`src/rtl/gsense_pkg.sv`:
```
// Package: shared codes and word addresses for the pin sense unit.
// Assumes a word-addressed register port three bits wide.
package gsense_pkg;
    localparam logic [1:0] SENSE_BOTH = 2'b00;
    localparam logic [1:0] SENSE_RISE = 2'b01;
    localparam logic [1:0] SENSE_FALL = 2'b10;
    localparam logic [1:0] SENSE_OFF  = 2'b11;

    localparam logic [2:0] ADDR_DIR   = 3'd0;
    localparam logic [2:0] ADDR_MASK  = 3'd1;
    localparam logic [2:0] ADDR_EVENT = 3'd2;
    localparam logic [2:0] ADDR_SLO   = 3'd3;
    localparam logic [2:0] ADDR_SHI   = 3'd4;
endpackage

```
`src/rtl/gsense_detect.sv`:
```
// Module: per-pin detector. Picks each pin's two-bit code from one of two
// packed control words (reversed field order) and reports a detection per
// pin, returned in event-bit order (pin n -> bit NPIN-1-n).
// Assumes pin_i is already synchronous to clk.
module gsense_detect
    import gsense_pkg::*;
#(
    parameter int NPIN       = 32,
    parameter bit LEVEL_MODE = 1'b0
) (
    input  logic            clk,
    input  logic            rst_n,
    input  logic [NPIN-1:0] pin_i,
    input  logic [NPIN-1:0] sense_lo,
    input  logic [NPIN-1:0] sense_hi,
    output logic [NPIN-1:0] det
);
    localparam int HALF = NPIN / 2;

    logic [NPIN-1:0] prev_q;

    // Remember last cycle's pin levels for edge detection.
    always_ff @(posedge clk) begin
        if (!rst_n) prev_q <= '0;
        else        prev_q <= pin_i;
    end

    for (genvar n = 0; n < NPIN; n++) begin : g_pin
        localparam int SH = (HALF - 1 - (n % HALF)) * 2;
        logic [1:0] code;
        logic       rise, fall, hit;

        if (n < HALF) begin : g_lo
            assign code = sense_lo[SH+1:SH];
        end else begin : g_hi
            assign code = sense_hi[SH+1:SH];
        end

        assign rise = pin_i[n] & ~prev_q[n];
        assign fall = ~pin_i[n] & prev_q[n];

        // Decode the sense code into a detection for this pin.
        always_comb begin
            case (code)
                SENSE_BOTH: hit = rise | fall;
                SENSE_RISE: hit = LEVEL_MODE ? pin_i[n] : rise;
                SENSE_FALL: hit = LEVEL_MODE ? ~pin_i[n] : fall;
                default:    hit = 1'b0;
            endcase
        end

        assign det[NPIN-1-n] = hit;

        // A reserved code must never yield a detection.
        assert_off_quiet_R5: assert property (@(posedge clk) disable iff (!rst_n)
            (sense_lo == '1 && sense_hi == '1) |-> !hit);
    end
endmodule

```
`src/rtl/gsense_event.sv`:
```
// Module: event word with write-one-to-clear, detection priority over
// clear, and the masked interrupt OR. Assumes det and clr share bit order.
module gsense_event #(
    parameter int NPIN = 32
) (
    input  logic            clk,
    input  logic            rst_n,
    input  logic [NPIN-1:0] det,
    input  logic [NPIN-1:0] clr,
    input  logic [NPIN-1:0] mask,
    output logic [NPIN-1:0] ev,
    output logic            irq
);
    logic [NPIN-1:0] ev_q;

    // Latch detections; clears drop bits unless a detection arrives.
    always_ff @(posedge clk) begin
        if (!rst_n) ev_q <= '0;
        else        ev_q <= (ev_q & ~clr) | det;
    end

    assign ev  = ev_q;
    assign irq = |(ev_q & mask);

    assert_w1c_R8: assert property (@(posedge clk) disable iff (!rst_n)
        (|(clr & ~det)) |=> ((ev_q & $past(clr & ~det)) == '0));

    assert_detect_wins_R9: assert property (@(posedge clk) disable iff (!rst_n)
        (|(clr & det)) |=> ((ev_q & $past(clr & det)) == $past(clr & det)));
endmodule

```
`src/rtl/gsense_top.sv`:
```
// Module: top of the pin sense unit. Holds the direction, mask and sense
// words, decodes the register port, and ties detector and event word.
// Assumes a single-cycle write strobe and a combinational read.
module gsense_top
    import gsense_pkg::*;
#(
    parameter int NPIN       = 32,
    parameter int RO_FIRST   = 28,
    parameter bit LEVEL_MODE = 1'b0
) (
    input  logic            clk,
    input  logic            rst_n,
    input  logic            wr_en,
    input  logic [2:0]      addr,
    input  logic [NPIN-1:0] wdata,
    output logic [NPIN-1:0] rdata,
    input  logic [NPIN-1:0] pin_i,
    output logic [NPIN-1:0] pin_oe,
    output logic            irq
);
    // Register bits of input-only pins (pin n lives at bit NPIN-1-n).
    localparam logic [NPIN-1:0] RO_MASK = {NPIN{1'b1}} >> RO_FIRST;

    logic [NPIN-1:0] dir_q, mask_q, slo_q, shi_q;
    logic [NPIN-1:0] det, clr, ev;

    // Control words, written from the register port.
    always_ff @(posedge clk) begin
        if (!rst_n) begin
            dir_q  <= '0;
            mask_q <= '0;
            slo_q  <= '1;
            shi_q  <= '1;
        end else if (wr_en) begin
            case (addr)
                ADDR_DIR:  dir_q  <= wdata & ~RO_MASK;
                ADDR_MASK: mask_q <= wdata;
                ADDR_SLO:  slo_q  <= wdata;
                ADDR_SHI:  shi_q  <= wdata;
                default:   ;
            endcase
        end
    end

    assign clr = (wr_en && addr == ADDR_EVENT) ? wdata : '0;

    // Read multiplexer.
    always_comb begin
        case (addr)
            ADDR_DIR:   rdata = dir_q;
            ADDR_MASK:  rdata = mask_q;
            ADDR_EVENT: rdata = ev;
            ADDR_SLO:   rdata = slo_q;
            ADDR_SHI:   rdata = shi_q;
            default:    rdata = '0;
        endcase
    end

    for (genvar n = 0; n < NPIN; n++) begin : g_oe
        assign pin_oe[n] = dir_q[NPIN-1-n];
    end

    gsense_detect #(.NPIN(NPIN), .LEVEL_MODE(LEVEL_MODE)) u_detect (
        .clk      (clk),
        .rst_n    (rst_n),
        .pin_i    (pin_i),
        .sense_lo (slo_q),
        .sense_hi (shi_q),
        .det      (det)
    );

    gsense_event #(.NPIN(NPIN)) u_event (
        .clk   (clk),
        .rst_n (rst_n),
        .det   (det),
        .clr   (clr),
        .mask  (mask_q),
        .ev    (ev),
        .irq   (irq)
    );

    assert_input_only_R11: assert property (@(posedge clk) disable iff (!rst_n)
        (wr_en && addr == ADDR_DIR) |=> (pin_oe[NPIN-1:RO_FIRST] == '0));

    assert_mask_off_R10: assert property (@(posedge clk) disable iff (!rst_n)
        (wr_en && addr == ADDR_MASK && wdata == '0) |=> !irq);
endmodule

```
`config.mk`:
```
export PLATFORM = sky130hd
export DESIGN_NAME = gsense_top
export DESIGN_NICKNAME = d
export VERILOG_FILES = /design/src/rtl/gsense_pkg.sv /design/src/rtl/gsense_detect.sv /design/src/rtl/gsense_event.sv /design/src/rtl/gsense_top.sv
export SDC_FILE = /design/constraint.sdc
export NUM_CORES = 1
export LEC_CHECK = 0
export ABC_AREA = 1
export CAP_MARGIN = 15
export CORE_ASPECT_RATIO = 1.75
export CORE_MARGIN = 3
export CORE_UTILIZATION = 50
export CTS_CLUSTER_SIZE = 30
export DETAILED_ROUTE_END_ITERATION = 16
export PLACE_DENSITY = 0.72
export SYNTH_ARGS = -nofsm -noshare
export SYNTH_HDL_FRONTEND = slang
export SYNTH_HIERARCHICAL = 1
export SYNTH_SLANG_ARGS = --single-unit
```
`constraint.sdc`:
```
create_clock -name clk -period 4.65 [get_ports clk]
set_input_delay 0.93 -clock clk [delete_from_list [all_inputs] [get_ports clk]]
set_output_delay 0.93 -clock clk [all_outputs]
set_load 0.03 [all_outputs]
```
**Yosys cells after proc, flatten, opt, wreduce, memory -nomap -nowiden**

Cells that the tools add are included.

- Add/subtract/negate cells: 0
- $mul: 0
- Div/mod/pow operators: 0
- $lt $le $gt $ge: 0
- Equal/unequal tests: 68
- Shifts and indexed selects: 0
- Muxes and demuxes: 34
- Bitwise operators: 164
- Reduce and logical (&&, ||, !) cells: 39

Operator list:

| operator | count |
|---|---|
| one-hot mux 32 bit (5 select lines) | 1 |
| one-hot mux 1 bit (3 select lines) | 32 |
| AND 1 bit | 64 |
| AND 32 bit | 2 |
| equality test 2 x 1 -> 1 bit (second input constant) | 32 |
| equality test 2 bit (second input constant) | 32 |
| logical NOT 2 bit | 32 |
| inverter 1 bit | 64 |
| two-way mux 32 bit | 1 |
| inverter 32 bit | 1 |
| OR 1 bit | 32 |
| OR 32 bit | 1 |
| OR reduction 32 bit | 1 |
| AND reduction 2 bit | 4 |
| equality test 3 x 2 -> 1 bit (second input constant) | 2 |
| equality test 3 x 1 -> 1 bit (second input constant) | 1 |
| equality test 3 bit (second input constant) | 1 |
| logical NOT 3 bit | 1 |
| logical AND 1 bit | 1 |

- Register bits: 188
- Latch bits: 0
- Bits in writable memories: 0
- Memory bits (read-only): 0
- Bits of input ports: 70
- Output and inout bits: 65
- Logic and storage cells: 311
- Memories: 0

**Depth between registers and ports, before layout**

Gate-level depths: netlist of the first run.

- Word-level depth: 6
- Mapped depth: 10
- Mapped depth without buffers: 8

**By module**

The synthesis of the first run kept the hierarchy.

By module, submodules not included:

| module | times used | cells each | area an instance (µm²) | sequential area each (µm²) |
|---|---|---|---|---|
| gsense_top | 1 | 1,006 | 6,456.2 | 2,482.4 |
| gsense_detect | 1 | 515 | 3,276.9 | 640.6 |
| gsense_event | 1 | 195 | 1,296.2 | 640.6 |

**Least setup slack after synthesis of the first run**

No wires, ideal clock.

- Path kind: input-to-output
- From: input port addr[2]
- To: output port rdata[0]
- Data arrival time: 2.019 ns
- Data required time: 3.720 ns
- Slack: 1.701 ns
- Cell stages on the path: 6
- Path buffers: 3
- Cells stage by stage: buf_2 inv_2 buf_2 clkbuf_1 nand4_1 nand4_1

- Cells in the longest elaborated chain, start to end: 2
- Elaborated cells on any way between the ends: 6
- Those cells by class: 4 x eq/ne; 1 x mux; 1 x reduce/logical

RTL lines:

| element | RTL line | source |
|---|---|---|
| start: declaration | gsense_top.sv:14 | `input logic [2:0] addr,` |
| equality test 3 bit (tied with other cells) | gsense_top.sv:49 | `case (addr)` |
| one-hot mux 32 bit (5 select lines) (*) | gsense_top.sv:49 |  |
| end: declaration | gsense_top.sv:16 | `output logic [NPIN-1:0] rdata,` |

Every way passes the cells marked *; elsewhere a longest branch is shown, timed or not.

**Worst setup path after layout of the first run**

- From: input port addr[0]
- To: output port rdata[4]

The elaborated chain is that of the path after synthesis.

==> report_table.html, run 1 <==
<table>
<tr><th>Metric</th><th>Value</th></tr>
<tr><th colspan="2">Outcome</th></tr>
<tr><td>Outcome</td><td>completed</td></tr>
<tr><th colspan="2">STA</th></tr>
<tr><td>Slew HR</td><td>36.6%</td></tr>
<tr><td>Achievable Freq</td><td>256 MHz</td></tr>
<tr><td>RSZ-0062 raised after global routing</td><td>no</td></tr>
<tr><td>Final setup TNS</td><td>0 ns</td></tr>
<tr><td>Count of endpoints failing setup in the final report</td><td>0</td></tr>
<tr><td>Final hold violation count</td><td>0</td></tr>
<tr><td>Time the worst path needs with I/O delays and setup</td><td>3.90 ns</td></tr>
<tr><td>Transition at the pin with the smallest max-transition slack</td><td>between 0.9 and 1 ns</td></tr>
<tr><td>Maximum clock skew at final layout</td><td>0.00974 ns</td></tr>
<tr><td>Final cycle utilization of the critical path</td><td>83.9%</td></tr>
<tr><td>Pins Over Slew Limit</td><td>0</td></tr>
<tr><th colspan="2">Placed design</th></tr>
<tr><td>Gpl congestion</td><td>0.927</td></tr>
<tr><td>Dpl hpwl</td><td>24.0 mm</td></tr>
<tr><td>Number of buffer cells added on primary ports</td><td>130</td></tr>
<tr><td>Number of placed cells counting well taps</td><td>~2000</td></tr>
<tr><th colspan="2">Route</th></tr>
<tr><td>DR vias</td><td>11187</td></tr>
<tr><td>Number of detailed-routing iterations run before antenna repair</td><td>6</td></tr>
<tr><td># DRC</td><td>0</td></tr>
<tr><td>Antenna-violating nets left</td><td>0</td></tr>
<tr><td>Routed wire length</td><td>34.7 mm</td></tr>
<tr><td>Via-to-Cell Ratio</td><td>5.41</td></tr>
<tr><td>Starting DRC count in detailed routing</td><td>811</td></tr>
<tr><td>Wirelength per Cell</td><td>about 17 microns</td></tr>
<tr><th colspan="2">Synthesis</th></tr>
<tr><td>Fraction of synthesized area in multiplexers</td><td>0%</td></tr>
<tr><td>Synth area leader</td><td>dfxtp_1</td></tr>
<tr><td>Distinct cell type count of the synthesized netlist</td><td>20</td></tr>
<tr><td>Synth area leaders</td><td>dfxtp_1, nand2_1, nand3_1, inv_1, nor2_1</td></tr>
<tr><td>Adder-cell share of the synthesized area</td><td>under 10%</td></tr>
<tr><td>Largest family of logic cells by synthesized area</td><td>simple AND/OR/NAND/NOR gates</td></tr>
<tr><td>Synth Area in XOR/XNOR</td><td>0%</td></tr>
<tr><td>Number of warnings printed during yosys synthesis</td><td>6</td></tr>
<tr><td>Area share of the leading cell type in the synthesized netlist</td><td>34.1%</td></tr>
<tr><td>Fraction of the mapped netlist area in simple logic gates</td><td>38.9%</td></tr>
<tr><td>Average cell area after synthesis</td><td>6.43 sq um</td></tr>
<tr><td>Count of state elements after synthesis</td><td>188</td></tr>
<tr><td>Cells after Synth</td><td>1716</td></tr>
<tr><td>Register area share after synthesis</td><td>34.1%</td></tr>
<tr><td>Complex-gate fraction of the synthesized area</td><td>approximately 3.4%</td></tr>
<tr><td>Post-Synthesis Cell Area</td><td>0.0110 sq mm</td></tr>
<tr><th colspan="2">Global routing</th></tr>
<tr><td>GR peak layer</td><td>met2</td></tr>
<tr><td>GR Util met1</td><td>between 30 and 40%</td></tr>
<tr><td>GR Overflow Total</td><td>0</td></tr>
<tr><td>Initial antenna violation count</td><td>1</td></tr>
<tr><td>Pin count of the biggest net entering global routing</td><td>85</td></tr>
<tr><td>Via count of the first global-routing pass</td><td>10504</td></tr>
<tr><td>GR Util met2</td><td>50.7%</td></tr>
<tr><td>Global-route wire length before repair</td><td>between 50 and 60 mm</td></tr>
<tr><td>Overall Global Routing Usage</td><td>~29%</td></tr>
<tr><td>Met3 capacity usage during global routing</td><td>4.35%</td></tr>
<tr><th colspan="2">Worst setup path</th></tr>
<tr><td>R2r setup slk</td><td>3.43 ns</td></tr>
<tr><td>Crit Path Category</td><td>primary input to output port</td></tr>
<tr><td>Critical-path top delay cell</td><td>clkdlybuf4s50_1</td></tr>
<tr><td>Worst-case reg-to-reg path depth</td><td>6</td></tr>
<tr><td>Startpoint type of the worst setup path</td><td>primary input</td></tr>
<tr><td>Startpoint of the lowest-slack register-to-register path</td><td>u_detect/prev_q[9]</td></tr>
<tr><td>Longest individual stage delay on the worst path</td><td>0.71 ns</td></tr>
<tr><td>End point of the critical path</td><td>rdata[4]</td></tr>
<tr><td>Most common cell type on the critical path</td><td>nand2_1</td></tr>
<tr><td>R2R Path End</td><td>u_event/ev[22]</td></tr>
<tr><td>Crit. End Element</td><td>output port</td></tr>
<tr><td>Critical path launch point</td><td>addr[0]</td></tr>
<tr><td>Critical path, cell by cell</td><td>clkdlybuf4s50_1, inv_2, nand3_1, inv_1, nand2_1, nand2_1, buf_12</td></tr>
<tr><td>CP Data Arrival Time</td><td>just under 3 ns</td></tr>
<tr><td>Maximum fanout along the worst path</td><td>14</td></tr>
<tr><td>Worst EP required</td><td>3.72 ns</td></tr>
<tr><th colspan="2">Clock tree</th></tr>
<tr><td>Cell chosen for the clock root</td><td>clkbuf_16</td></tr>
<tr><td>Sinks on the clock net</td><td>188</td></tr>
<tr><td>TritonCTS buffer count</td><td>17</td></tr>
<tr><td>Clock slew at reported path FFs</td><td>0.06 ns</td></tr>
<tr><td>Total of hold buffers inserted after clock tree synthesis</td><td>0</td></tr>
<tr><td>Clock Path Buffers</td><td>2</td></tr>
<tr><td>Number of resized instances in the post-cts repair step</td><td>0</td></tr>
<tr><td>CTS tree</td><td>built</td></tr>
<tr><td>Number of H-tree branching levels</td><td>4</td></tr>
<tr><td>Source-to-sink clock delay at the later pin of the worst-skew pair</td><td>0.44 ns</td></tr>
<tr><td>Setup Fix Bufs, Post-CTS</td><td>0</td></tr>
<tr><th colspan="2">Layout</th></tr>
<tr><td>Total number of nets in the final design</td><td>1897</td></tr>
<tr><td>Layout cell share with drive strength beyond 1</td><td>5.52%</td></tr>
<tr><td>Finished Layout Cells</td><td>~2100</td></tr>
<tr><td>Area Growth Syn to Fin</td><td>17.4%</td></tr>
<tr><th colspan="2">Die</th></tr>
<tr><td>Die ar.</td><td>0.0239 sq mm</td></tr>
<tr><td>Row cnt</td><td>71</td></tr>
<tr><td>Die Span X</td><td>118 microns</td></tr>
<tr><td>Initial Utilization</td><td>around half</td></tr>
<tr><td>Die Ht</td><td>202 microns</td></tr>
<tr><td>Num ports</td><td>135</td></tr>
<tr><td>Standard cell core area</td><td>0.0216 sq mm</td></tr>
<tr><th colspan="2">Flow run</th></tr>
<tr><td>Number of maximum-capacitance violations</td><td>0</td></tr>
<tr><th colspan="2">Power</th></tr>
<tr><td>Power density over the cells</td><td>288 mW/mm^2</td></tr>
<tr><td>Leakage power</td><td>0.00686 uW</td></tr>
<tr><td>Worst ir drop on vdd</td><td>between 0.2 and 0.25 mV</td></tr>
<tr><th colspan="2">Hold path</th></tr>
<tr><td>Kind of path behind the tightest hold check</td><td>flip-flop to flip-flop</td></tr>
</table>
[where the power goes]
part,internal [uW],switching [uW]
combinational,238,381
sequential,1670,55.9
clock,741,648
total,2650,1080
[synth_stat cells]
library cell,n
ha_1,64
inv_2,3
nand4_1,109
a21oi_1,32
buf_2,41
nor2_4,2
buf_4,36
buf_6,3
dfxtp_1,188
nand3_1,255
conb_1,1
nor2_1,214
nand3_2,1
nand2_1,396
inv_1,291
buf_1,14
nor2_2,1
clkbuf_1,37
a21boi_0,8
a21boi_1,20
[per-stage QoR]
stage	setup slack [ns]	power (uW)	instance area, sq um	hold WS, ns	utilization [%]
floorplan	1.70	2100	11000	0.477	-
global placement	0.803	2360	12400	0.471	57.4
detailed placement	0.790	2370	12400	0.477	57.4
CTS	0.783	3740	12900	0.488	60.0
global route	0.666	3870	12900	0.507	60.0
finish	0.750	3730	12900	0.484	60.0
[cells by family after synthesis]
group,Yosys count
simple gates,978
buf+inv,425
flops,188
fa+ha+maj,64
compound gates,60
other cells,1
[worst min path at each step]
| stage | startpoint | to | slack, ns | depth (start not counted) |
|---|---|---|---|---|
| after floorplan | u_event/ev[15] | u_event/ev[15] | 0.48 | 2 |
| after global routing | dir_q[30] | dir_q[30] | 0.51 | 2 |
| final | dir_q[30] | dir_q[30] | 0.48 | 2 |
| after global placement | dir_q[26] | dir_q[26] | 0.47 | 2 |
| after CTS | dir_q[30] | dir_q[30] | 0.49 | 2 |
| after detailed placement | dir_q[29] | dir_q[29] | 0.48 | 2 |
[critical path, delay by kind of cell]
kind,cells,cell delay [ns]
buffers and inverters,4,1.60
AND/OR/NAND/NOR,3,0.43
[routing by layer]
metal	share of wire (%)	wire length, microns	vias up
met5	0	0	-
li1	-	-	5424
met1	37	12800	5148
met3	6.5	2250	116
met2	50	17500	499
met4	6.1	2130	0
[layout by cell type (no fill, tap or decap)]
cell type	count
clkinvlp_4	3
ha_1	64
buf_4	38
clkinv_2	3
clkinv_4	3
a21boi_0	8
nand3_2	1
nor2_1	213
clkbuf_1	2
nand2_1	396
inv_2	3
inv_1	291
conb_1	4
buf_12	22
a21oi_1	32
clkbuf_8	4
nor2_2	2
clkdlybuf4s50_1	96
a21boi_1	20
clkbuf_16	17
nand4_1	109
diode_2	1
dfxtp_1	188
nor2_4	2
nand3_1	255
[registers in the layout (all words and copies together) (netlist names)]
name and cells:
shi_q 32, dir_q 28, mask_q 32, slo_q 32, u_event/ev 32, u_detect/prev_q 32
[layout make-up]
type / count / area [sq um]
Clock inverter: 9 / 63.8
Sequential cell: 188 / 3760
Tap cell: 292 / 365
Fill cell: 2040 / 8640
Antenna cell: 1 / 2.50
Inverter: 294 / 1100
Clock buffer: 23 / 488
Timing Repair Buffer: 156 / 1690
Multi-Input combinational cell: 1106 / 5480
(Power assumes the default switching activity.)
==> run 2, diff against run 1 <==
Settings changed: PLACE_DENSITY 0.72 to 0.75.
Clock period 4.65 ns to 3.15 ns, I/O delays scaled along.
==> run 2 against run 1 <==
- global-route usage is 0.29 points lower
- sequential share of layout area is 0.38 points lower
- highest routed layer unchanged
- sequential cell count stayed put
- total power is 50% higher
- first-iteration DRC count is 18% higher
- utilization is 0.79 points higher
- cell area is 1.3% higher
- final cell count is 0.43% higher
- non-clock buffer count is 13 higher
- worst setup slack worse by 0.63 ns
- die area stayed put
- clock-buffer cell count is 2 lower
==> report_table.html, run 2 (same netlist as run 1, synthesis figures left out) <==
<table>
<tr><th>Metric</th><th>Value</th></tr>
<tr><th colspan="2">STA</th></tr>
<tr><td>Transition at the pin with the smallest max-transition slack</td><td>0.613 ns (-0.339 ns)</td></tr>
<tr><td>Maximum clock skew at final layout</td><td>0.0109 ns (+0.00113 ns)</td></tr>
<tr><td>Slew HR</td><td>59.2% (+23 points)</td></tr>
<tr><td>Time the worst path needs with I/O delays and setup</td><td>3.03 ns</td></tr>
<tr><td>Final cycle utilization of the critical path</td><td>slightly below 100%</td></tr>
<tr><td>Count of endpoints failing setup in the final report</td><td>0 (unchanged)</td></tr>
<tr><td>RSZ-0062 raised after global routing</td><td>no</td></tr>
<tr><td>Achievable Freq</td><td>330 MHz</td></tr>
<tr><td>Final hold violation count</td><td>0 (unchanged)</td></tr>
<tr><td>Final setup TNS</td><td>0 ns (unchanged)</td></tr>
<tr><td>Pins Over Slew Limit</td><td>0 (unchanged)</td></tr>
<tr><th colspan="2">Worst setup path</th></tr>
<tr><td>Crit Path Category</td><td>primary input to output port</td></tr>
<tr><td>Maximum fanout along the worst path</td><td>9 (-5)</td></tr>
<tr><td>Worst-case reg-to-reg path depth</td><td>6 (unchanged)</td></tr>
<tr><td>R2r setup slk</td><td>1.91 ns (-1.52 ns)</td></tr>
<tr><td>CP Data Arrival Time</td><td>2.40 ns (-0.57 ns)</td></tr>
<tr><td>Most common cell type on the critical path</td><td>nand2_1</td></tr>
<tr><td>Stages on worst setup path</td><td>8 (+1)</td></tr>
<tr><td>Startpoint type of the worst setup path</td><td>primary input</td></tr>
<tr><td>Critical-path top delay cell</td><td>clkdlybuf4s50_1</td></tr>
<tr><td>Family with the most delay on the worst path</td><td>buffers and inverters</td></tr>
<tr><td>Longest individual stage delay on the worst path</td><td>0.59 ns (-0.12 ns)</td></tr>
<tr><td>Crit path buffers/inverters</td><td>5 (+1)</td></tr>
<tr><td>Startpoint of the lowest-slack register-to-register path</td><td>u_detect/prev_q[15]</td></tr>
<tr><td>Crit. End Element</td><td>output port</td></tr>
<tr><td>Critical path, cell by cell</td><td>clkdlybuf4s50_1, inv_2, nand3_1, inv_1, buf_4, nand2_1, nand2_1, buf_12</td></tr>
<tr><td>Worst EP required</td><td>2.52 ns (-1.20 ns)</td></tr>
<tr><td>Critical path launch point</td><td>addr[0]</td></tr>
<tr><td>End point of the critical path</td><td>rdata[5]</td></tr>
<tr><td>R2R Path End</td><td>u_event/ev[16]</td></tr>
<tr><th colspan="2">Route</th></tr>
<tr><td>Wirelength per Cell</td><td>16.6 microns (-0.89%)</td></tr>
<tr><td>Routed wire length</td><td>34.5 mm (-0.46%)</td></tr>
<tr><td># DRC</td><td>0 (unchanged)</td></tr>
<tr><td>Antenna-violating nets left</td><td>0 (unchanged)</td></tr>
<tr><td>Number of detailed-routing iterations run before antenna repair</td><td>5 (-1)</td></tr>
<tr><td>Starting DRC count in detailed routing</td><td>961 (+18%)</td></tr>
<tr><td>Via-to-Cell Ratio</td><td>5.42 (+0.29%)</td></tr>
<tr><td>DR vias</td><td>11268 (+0.72%)</td></tr>
<tr><th colspan="2">Power</th></tr>
<tr><td>Share of total power in the clock network</td><td>37.6% (+0.4 points)</td></tr>
<tr><td>Logic gate share of total power</td><td>16.8% (+0.2 points)</td></tr>
<tr><td>Worst ir drop on vdd</td><td>0.306 mV (+50%)</td></tr>
<tr><td>Switching part of the total power</td><td>27.9% (-1.2 points)</td></tr>
<tr><td>Leakage power</td><td>0.00695 uW (+1.4%)</td></tr>
<tr><td>Power density over the cells</td><td>426 mW/mm^2 (+48%)</td></tr>
<tr><td>Net switching power</td><td>1560 uW (+44%)</td></tr>
<tr><td>Cell internal pwr</td><td>4030 uW (+52%)</td></tr>
<tr><td>Register share of total power</td><td>45.6% (-0.6 points)</td></tr>
<tr><th colspan="2">Layout</th></tr>
<tr><td>Area taken by multi-input logic gates</td><td>0.00548 sq mm (unchanged)</td></tr>
<tr><td>Filler instances</td><td>2016 (-1.2%)</td></tr>
<tr><td>Most common library cell in the layout ignoring fill and taps</td><td>nand2_1</td></tr>
<tr><td>Number of antenna repair diodes</td><td>0 (-1)</td></tr>
<tr><td>Area Growth Syn to Fin</td><td>19.0%</td></tr>
<tr><td>Total number of nets in the final design</td><td>1910 (+0.69%)</td></tr>
<tr><td>Flip-flop and latch area</td><td>0.00376 sq mm (unchanged)</td></tr>
<tr><td>Post-route cell area</td><td>0.0131 sq mm (+1.3%)</td></tr>
<tr><td>Most frequent cells in the layout</td><td>nand2_1, inv_1, nand3_1</td></tr>
<tr><td>Layout cell share with drive strength beyond 1</td><td>6.05% (+0.53 points)</td></tr>
<tr><th colspan="2">Global routing</th></tr>
<tr><td>Overall Global Routing Usage</td><td>28.4% (-0.29 points)</td></tr>
<tr><td>Pin count of the biggest net entering global routing</td><td>68 (-20%)</td></tr>
<tr><td>Via count of the first global-routing pass</td><td>10672 (+1.6%)</td></tr>
<tr><td>Global-route wire length before repair</td><td>54.5 mm (-0.27%)</td></tr>
<tr><td>GR Overflow Total</td><td>0 (unchanged)</td></tr>
<tr><td>Initial antenna violation count</td><td>0 (-1)</td></tr>
<tr><th colspan="2">Flow run</th></tr>
<tr><td>Number of maximum-capacitance violations</td><td>0 (unchanged)</td></tr>
<tr><th colspan="2">Die</th></tr>
<tr><td>Die ar.</td><td>0.0239 sq mm (unchanged)</td></tr>
<tr><td>Initial Utilization</td><td>51.1% (unchanged)</td></tr>
<tr><td>Die Ht</td><td>202 microns (unchanged)</td></tr>
<tr><td>Row cnt</td><td>71 (unchanged)</td></tr>
<tr><td>Num ports</td><td>135 (unchanged)</td></tr>
<tr><td>Standard cell core area</td><td>0.0216 sq mm (unchanged)</td></tr>
<tr><td>Die Span X</td><td>118 microns (unchanged)</td></tr>
<tr><th colspan="2">Clock tree</th></tr>
<tr><td>Sinks on the clock net</td><td>188 (unchanged)</td></tr>
<tr><td>CTS tree</td><td>built</td></tr>
<tr><td>Setup Fix Bufs, Post-CTS</td><td>0 (unchanged)</td></tr>
<tr><td>Total of hold buffers inserted after clock tree synthesis</td><td>0 (unchanged)</td></tr>
<tr><td>Source-to-sink clock delay at the later pin of the worst-skew pair</td><td>0.43 ns (about the same)</td></tr>
<tr><td>Cell chosen for the clock root</td><td>clkbuf_16</td></tr>
<tr><td>TritonCTS buffer count</td><td>17 (unchanged)</td></tr>
<tr><td>Number of H-tree branching levels</td><td>4 (unchanged)</td></tr>
<tr><td>Clock slew at reported path FFs</td><td>0.07 ns (about the same)</td></tr>
<tr><td>Number of resized instances in the post-cts repair step</td><td>0 (unchanged)</td></tr>
<tr><td>Clock Path Buffers</td><td>2 (unchanged)</td></tr>
<tr><th colspan="2">Placed design</th></tr>
<tr><td>Dpl hpwl</td><td>24.4 mm (+1.9%)</td></tr>
<tr><td>Gpl congestion</td><td>0.926 (about the same)</td></tr>
<tr><td>Instance area at placement</td><td>0.0126 sq mm (+1.4%)</td></tr>
<tr><td>Number of buffer cells added on primary ports</td><td>130 (unchanged)</td></tr>
<tr><th colspan="2">Hold path</th></tr>
<tr><td>Kind of path behind the tightest hold check</td><td>flip-flop to flip-flop</td></tr>
<tr><th colspan="2">Outcome</th></tr>
<tr><td>Outcome</td><td>completed</td></tr>
</table>
run 2: changes by cell type in the layout (fill, tap and decap cells not counted), sizes merged:
cell,change
clkinvlp,-1
bufinv,+2
buf,+13
clkinv,-2
diode,-1
clkbuf,-2
run 2: cell type report:
| class | instances | area share [%] |
|---|---|---|
| clock buffer | 21 | 3.51 |
| clock inverter | 8 | 0.725 |
| inverter | 294 | 8.41 |
| multi-input combinational | 1106 | 41.7 |
| sequential | 188 | 28.7 |
| tap | 292 | 2.78 |
| timing repair buffer | 169 | 14.2 |
run 2: routing by layer:
metal	part of all wire, %	GRT usage, %
met2	51	50.1
met1	37	31.7
met5	0	0
met4	5.6	17.6
met3	6.3	4.54
run 2: power by group through the flow:
| stage | logic [uW] | clock network, uW | registers (uW) |
|---|---|---|---|
| after global routing | 1020 | 2220 | 2550 |
| after CTS | 932 | 2120 | 2540 |
| after detailed placement | 929 | 0 | 2600 |
| final | 937 | 2100 | 2540 |
| after global placement | 910 | 0 | 2590 |
| after floorplan | 509 | 0 | 2590 |
run 2: how the worst min path moves through the flow:
| stage | depth (start not counted) | slack, ns | endpoint | from |
|---|---|---|---|---|
| 2_1_floorplan | 2 | 0.48 | u_event/ev[15] | u_event/ev[15] |
| 3_3_place_gp | 2 | 0.47 | dir_q[24] | dir_q[24] |
| 3_5_place_dp | 2 | 0.48 | dir_q[22] | dir_q[22] |
| 4_1_cts | 2 | 0.49 | dir_q[22] | dir_q[22] |
| 5_1_grt | 2 | 0.50 | dir_q[22] | dir_q[22] |
| 6_report | 2 | 0.49 | dir_q[22] | dir_q[22] |
run 2: through the flow:
step	power (uW)	setup WS, ns	utilization, %	hold slack, ns	instances
2_1_floorplan	3100	0.801	-	0.477	1719
3_5_place_dp	3520	0.176	58.2	0.476	2049
4_1_cts	5600	0.164	60.8	0.487	2078
5_1_grt	5790	0.0421	60.8	0.505	2078
6_report	5580	0.124	60.8	0.486	2078
3_3_place_gp	3500	0.191	58.2	0.470	2049
run 2: worst reg2reg max path, cell delays in order, from the launching register on:
cell     delay [ns]
dfxtp_1        0.31
ha_1           0.27
inv_1          0.03
nand2_1        0.05
nand3_1        0.21
a21oi_1        0.20
nor2_1         0.05
